## src/rtl/serdes12_pkg.sv

```systemverilog
`timescale 1ns/1ps
package serdes12_pkg;
  // Strobes from control to datapath
  typedef struct packed {
    logic txClear;     // flush sending state
    logic txLoadPar;   // shifter <= parallel input
    logic txLoadHold;  // shifter <= holding register
    logic txShift;     // advance shifter one bit
    logic holdWrite;   // holding register <= parallel input
    logic rxClear;     // flush receiving state
    logic rxStart;     // first bit of a received word
    logic rxShift;     // further bit of a received word
    logic rxCommit;    // last bit: publish the word
  } lane_ctl_t;
endpackage

```

## src/rtl/duplex_serdes_ctrl.sv

```systemverilog
`timescale 1ns/1ps
module duplex_serdes_ctrl import serdes12_pkg::*; #(
  parameter int W = 12
) (
  input  logic       clk,
  input  logic       rstN,
  input  logic       dirIn,
  input  logic [1:0] selMode,
  input  logic       strobe,
  input  logic       serInClk,
  input  logic       serInFrame,
  output lane_ctl_t  ctl,
  output logic       txBusy,
  output logic       txFirst,
  output logic       wordClk,
  output logic       overrun,
  output logic       parOe
);
  localparam int CW = (W > 1) ? $clog2(W) : 1;
  localparam logic [CW-1:0] LAST_BIT = CW'(W - 1);

  logic          powerDown, txMode, rxMode, txLast, holdValid;
  logic [CW-1:0] txCnt, rxCnt;

  assign powerDown = (selMode == 2'b00);
  assign txMode    = !powerDown && dirIn;
  assign rxMode    = !powerDown && !dirIn;
  assign txLast    = txBusy && (txCnt == LAST_BIT);
  assign txFirst   = txBusy && (txCnt == '0);
  assign parOe     = rxMode;

  always_comb begin
    ctl = '0;
    if (!txMode) begin
      ctl.txClear = 1'b1;
    end else begin
      ctl.txShift = txBusy;
      if (txLast) begin
        if (holdValid)   ctl.txLoadHold = 1'b1;
        else if (strobe) ctl.txLoadPar  = 1'b1;
      end else if (!txBusy && strobe) begin
        ctl.txLoadPar = 1'b1;
      end
      ctl.holdWrite = strobe && txBusy && (txLast ? holdValid : !holdValid);
    end
    if (!rxMode) begin
      ctl.rxClear = 1'b1;
    end else if (serInClk) begin
      if (serInFrame) begin
        ctl.rxStart = 1'b1;
      end else if (rxCnt != '0) begin
        ctl.rxShift  = 1'b1;
        ctl.rxCommit = (rxCnt == LAST_BIT);
      end
    end
  end

  // Sending sequencer
  always_ff @(posedge clk) begin
    if (!rstN || ctl.txClear) begin
      txBusy    <= 1'b0;
      txCnt     <= '0;
      holdValid <= 1'b0;
    end else begin
      if (ctl.txLoadPar || ctl.txLoadHold) begin
        txBusy <= 1'b1;
        txCnt  <= '0;
      end else if (txLast) begin
        txBusy <= 1'b0;
        txCnt  <= '0;
      end else if (txBusy) begin
        txCnt <= txCnt + 1'b1;
      end
      if (ctl.holdWrite)       holdValid <= 1'b1;
      else if (ctl.txLoadHold) holdValid <= 1'b0;
    end
  end

  always_ff @(posedge clk) begin
    if (!rstN || powerDown)                                   overrun <= 1'b0;
    else if (txMode && strobe && txBusy && !txLast && holdValid) overrun <= 1'b1;
  end

  // Receiving bit counter
  always_ff @(posedge clk) begin
    if (!rstN || ctl.rxClear) rxCnt <= '0;
    else if (ctl.rxStart)     rxCnt <= CW'(1);
    else if (ctl.rxCommit)    rxCnt <= '0;
    else if (ctl.rxShift)     rxCnt <= rxCnt + 1'b1;
  end

  always_ff @(posedge clk) begin
    if (!rstN) wordClk <= 1'b0;
    else       wordClk <= (txMode && txLast) || ctl.rxCommit;
  end

  assert_hold_needs_busy_R6: assert property (@(posedge clk) disable iff (!rstN)
    holdValid |-> txBusy);
  assert_pd_quiet_R2: assert property (@(posedge clk) disable iff (!rstN)
    powerDown |=> (!txBusy && !wordClk && rxCnt == '0));
  assert_overrun_sticky_R7: assert property (@(posedge clk) disable iff (!rstN)
    (overrun && !powerDown) |=> overrun);
  assert_word_pulse_R5: assert property (@(posedge clk) disable iff (!rstN)
    wordClk |=> !wordClk);
endmodule

```

## src/rtl/duplex_serdes_path.sv

```systemverilog
`timescale 1ns/1ps
module duplex_serdes_path import serdes12_pkg::*; #(
  parameter int W = 12
) (
  input  logic         clk,
  input  logic         rstN,
  input  lane_ctl_t    ctl,
  input  logic [W-1:0] parIn,
  input  logic         serIn,
  input  logic         txBusy,
  output logic         serOut,
  output logic [W-1:0] parOut
);
  logic [W-1:0] txSh, holdReg;
  logic [W-2:0] rxSh;

  always_ff @(posedge clk) begin
    if (!rstN) begin
      txSh    <= '0;
      holdReg <= '0;
    end else begin
      if (ctl.txClear)         txSh <= '0;
      else if (ctl.txLoadHold) txSh <= holdReg;
      else if (ctl.txLoadPar)  txSh <= parIn;
      else if (ctl.txShift)    txSh <= {txSh[W-2:0], 1'b0};
      if (ctl.txClear)         holdReg <= '0;
      else if (ctl.holdWrite)  holdReg <= parIn;
    end
  end

  always_ff @(posedge clk) begin
    if (!rstN) begin
      rxSh   <= '0;
      parOut <= '0;
    end else begin
      if (ctl.rxClear)      rxSh <= '0;
      else if (ctl.rxStart) rxSh <= {{(W-2){1'b0}}, serIn};
      else if (ctl.rxShift) rxSh <= {rxSh[W-3:0], serIn};
      if (ctl.rxCommit)     parOut <= {rxSh, serIn};
    end
  end

  assign serOut = txBusy & txSh[W-1];

  assert_loads_exclusive_R7: assert property (@(posedge clk) disable iff (!rstN)
    !(ctl.txLoadHold && ctl.txLoadPar));
endmodule

```

## src/rtl/duplex_serdes.sv

```systemverilog
`timescale 1ns/1ps
module duplex_serdes import serdes12_pkg::*; #(
  parameter int W = 12
) (
  input  logic         clk,
  input  logic         rstN,
  input  logic         dirIn,
  input  logic [1:0]   selMode,
  input  logic         strobe,
  input  logic [W-1:0] parIn,
  output logic [W-1:0] parOut,
  output logic         parOe,
  output logic         serOut,
  output logic         serClkFwd,
  output logic         serFrame,
  input  logic         serIn,
  input  logic         serInClk,
  input  logic         serInFrame,
  output logic         wordClk,
  output logic         overrun,
  output logic         dirOut
);
  lane_ctl_t ctl;
  logic      txBusy, txFirst;

  duplex_serdes_ctrl #(.W(W)) ctrl_i (
    .clk(clk), .rstN(rstN), .dirIn(dirIn), .selMode(selMode), .strobe(strobe),
    .serInClk(serInClk), .serInFrame(serInFrame), .ctl(ctl), .txBusy(txBusy),
    .txFirst(txFirst), .wordClk(wordClk), .overrun(overrun), .parOe(parOe)
  );

  duplex_serdes_path #(.W(W)) path_i (
    .clk(clk), .rstN(rstN), .ctl(ctl), .parIn(parIn), .serIn(serIn),
    .txBusy(txBusy), .serOut(serOut), .parOut(parOut)
  );

  assign serClkFwd = txBusy;
  assign serFrame  = txFirst;
  assign dirOut    = ~dirIn;

  assert_parout_hold_tx_R10: assert property (@(posedge clk) disable iff (!rstN)
    dirIn |=> $stable(parOut));
  assert_parout_hold_pd_R2: assert property (@(posedge clk) disable iff (!rstN)
    (selMode == 2'b00) |=> ($stable(parOut) && !serClkFwd && !overrun));
  assert_frame_once_R4: assert property (@(posedge clk) disable iff (!rstN)
    serFrame |=> !serFrame);
endmodule

```

## config.mk

```make
export PLATFORM = sky130hd
export DESIGN_NAME = duplex_serdes
export DESIGN_NICKNAME = d
export VERILOG_FILES = /design/src/rtl/serdes12_pkg.sv /design/src/rtl/duplex_serdes_ctrl.sv /design/src/rtl/duplex_serdes_path.sv /design/src/rtl/duplex_serdes.sv
export SDC_FILE = /design/constraint.sdc
export NUM_CORES = 1
export LEC_CHECK = 0
export ABC_AREA = 1
export CORE_ASPECT_RATIO = 0.7
export CORE_UTILIZATION = 56
export CTS_CLUSTER_SIZE = 14
export DETAILED_ROUTE_END_ITERATION = 8
export PLACE_DENSITY_LB_ADDON = 0.25
export SETUP_SLACK_MARGIN = 0.5
export SYNTH_ARGS = -nofsm -noshare
export SYNTH_HDL_FRONTEND = slang
export SYNTH_SLANG_ARGS = --single-unit
```

## constraint.sdc

```tcl
create_clock -name clk -period 6.15 [get_ports clk]
set_clock_uncertainty 0.15 [all_clocks]
set_input_delay 0.9225 -clock clk [delete_from_list [all_inputs] [get_ports clk]]
set_output_delay 0.9225 -clock clk [all_outputs]
set_load 0.01 [all_outputs]
```

==> results_dict.tcl <==
set metrics [dict create \
    synth_fp_nets 402 \
    grt_usage_pct 25.1 \
    synthesis.area_sq_mm 0.00270 \
    antenna_left 0 \
    dieArea_sq_mm 0.00511 \
    synth_cell_types 24 \
    path_class "in -> out" \
    ys_seq_area_share_pct 43.7 \
    arrival_ns 2.21 \
    power.density_mw_per_mm2 270 \
    overflow 0 \
    routed_wl_microns 5850 \
    antenna_found_initial 0 \
    htreeDepth 3 \
    max-vdd-ir-drop_mv 0.154 \
    cp-start-kind "input pin" \
    holdPathEnd "path_i.holdReg[0]$_SDFFE_PP0P_" \
    fmax_mhz 305 \
    post_cts_buffers 0 \
    nFillCells 354 \
    finalNonFillerCells 469 \
    wire_per_inst_microns 12.5 \
    cts_sinks 59 \
    post-route-drc-count 0 \
    status "complete, no violations" \
    multi_input_area_sq_mm 0.00123 \
    synth.area.top_cells "dfxtp_1, nand2_1, a21oi_1" \
    reg2reg_to "path_i.txSh[8]$_SDFFE_PP0P_" \
    coreArea_sq_mm 0.00448 \
    cts_buffers 9 \
    fp.dieW_microns 85.1 \
    vias 2458 \
    yosysTopAreaCell "dfxtp_1" \
    nNetsFinal 435 \
    worstHoldPathType "reg -> reg" \
    initial_core_util_pct 60.4 \
    die_y_microns 60.1 \
    setup_violations 0 \
    gp_congestion 0.860 \
    yosysWarnings 0 \
    hold_viol 0 \
    numPortBuffers 39 \
    rsz0062_at_grt "no" \
    grt_first_pass_wirelength_microns 9790 \
    finalCoreUtilization_pct 74.0 \
    place_ws_ns 2.87 \
    seqCellArea_sq_mm 0.00118 \
    clockBufferDepth 2 \
    n_antenna_cell 0 \
    setup_tns_ns 0 \
    power_uw 896 \
    worstSkewPairLatency_ns 0.34 \
    cts-root-buf "clkbuf_8" \
    slew_headroom_pct 37.7 \
    hold_start "path_i.holdReg[0]$_SDFFE_PP0P_" \
    grt_max_degree 27 \
    drv_cap 0 \
    tightest_slew_ns 0.935 \
    r2r_slack_ns 3.71 \
    avgSynthCellArea_sq_um 7.19 \
    post-route-period-util_pct 53.4 \
    cts_tree "yes" \
    syn2layout_area_growth_pct 22.6 \
    drt_iter0_drc 238 \
    finalCriticalPeriod_ns 3.28 \
    slew_violations 0 \
    synth_top_area_share_pct 43.7 \
    dp_hpwl_microns 3810 \
    cp_max_fo 4 \
    place_inst 453 \
    holdPathStages 2 \
    num_io_pins 40 \
    r2r_start "ctrl_i.txCnt[0]$_SDFFE_PP0P_" \
    drt_first_pass_iters 4 \
    cp.required_ns 5.08 \
    rows 20 \
    ys_ff_latch 59 \
    drive_gt1_share_pct 8.45 \
    via_per_inst 5.24 \
    setup.worst_path.end_class "output pin" \
    cp-startpoint "selMode[0]" \
    grt_pass1_vias 2143 \
    p_leak_nw 1.39 \
    syn-instance-count 376 \
    setup_slack_ns 2.87 \
    r2r_cells 10 \
    clk_pin_slew_ns 0.07 \
    post_cts_resized 0 \
    ctsHoldBuffers 0 \
]
[cell type report]
type | count | share of cell area (%)
clock buffers | 12 | 4.98
clock inverters | 4 | 2.87
inverters | 49 | 5.55
flip-flops and latches | 59 | 35.6
well taps | 55 | 2.08
repair buffers | 39 | 11.8
multi-input cells | 251 | 37.1
[per-stage QoR]
stage          hold slack (ns)  cell area, sq um
6_report                 0.303              3320
4_1_cts                  0.307              3320
3_3_place_gp             0.294              3060
2_1_floorplan            0.274              2700
5_1_grt                  0.318              3320
3_5_place_dp             0.295              3060
[state kept, by name, indices dropped and copies added, names as in the netlist]
signal,cells
ctrl_i.holdValid,1
path_i.parOut,12
ctrl_i.rxCnt,4
path_i.holdReg,12
path_i.rxSh,11
path_i.txSh,12
ctrl_i.overrun,1
ctrl_i.txCnt,4
ctrl_i.wordClk,1
ctrl_i.txBusy,1
[placed cells by master, fill, tap and decap left out, types with 3 or more instances in the layout]
cell / Yosys / routed
inv_1: 43 / 43
clkbuf_8: 0 / 12
nand3_1: 28 / 28
nand2_2: 4 / 4
xor2_1: 3 / 3
nand3_2: 3 / 3
o21ai_0: 26 / 26
ha_1: 5 / 5
inv_2: 6 / 6
a21oi_1: 55 / 55
dfxtp_1: 59 / 59
clkdlybuf4s50_1: 0 / 39
nor2_1: 36 / 36
bufinv_16: 0 / 3
nand2_1: 80 / 80
nor2_4: 3 / 3
[cells by family after synthesis]
logic type               after synthesis  synth area share (%)
adder cells (fa/ha/maj)                5                  2.31
AO/OA/AOI/OAI                         84                  16.2
flip-flops                            59                  43.7
AND/OR/NAND/NOR                      159                  26.1
XOR/XNOR                               3                 0.972
buffers and inverters                 66                  10.8
[worst max-delay path, cell delays in order]
cell             delay (ns)
clkdlybuf4s50_1        0.50
nor2_4                 0.07
nor2_1                 0.15
clkdlybuf4s50_1        0.56
[how the worst max path moves through the flow]
| stage | end | slack, ns | depth (start not counted) |
|---|---|---|---|
| global placement | parOe | 2.88 | 4 |
| global route | parOe | 2.80 | 4 |
| floorplan | parOe | 3.87 | 2 |
| finish | parOe | 2.87 | 4 |
| CTS | parOe | 2.86 | 4 |
| detailed placement | parOe | 2.87 | 4 |
[where the power goes]
group / internal [mW] / total, mW / switching [mW]
sequential: 0.385 / 0.386 / 0.00147
combinational: 0.0254 / 0.0594 / 0.0340
clock: 0.302 / 0.450 / 0.149
total: 0.712 / 0.896 / 0.184
[synthesized netlist by cell type, drive strengths merged]
library cell	instances
nand2	84
dfxtp	59
a21oi	55
inv	49
nor2	40
nand3	31
o21ai	27
buf	15
ha	5
xor2	3
clkbuf	2
nand4	2
nor3	2
o22ai	1
o31ai	1
[per-layer routing]
metal	wire [microns]	part of all wire, %	vias up	GRT usage [%]
li1	-	-	1264	-
met1	2830	48	1117	33.2
met2	2560	44	70	38.1
met3	387	6.6	7	9.94
met4	70	1.2	0	7.26
met5	0	0	-	0
Power figures use the tool's default switching activity.
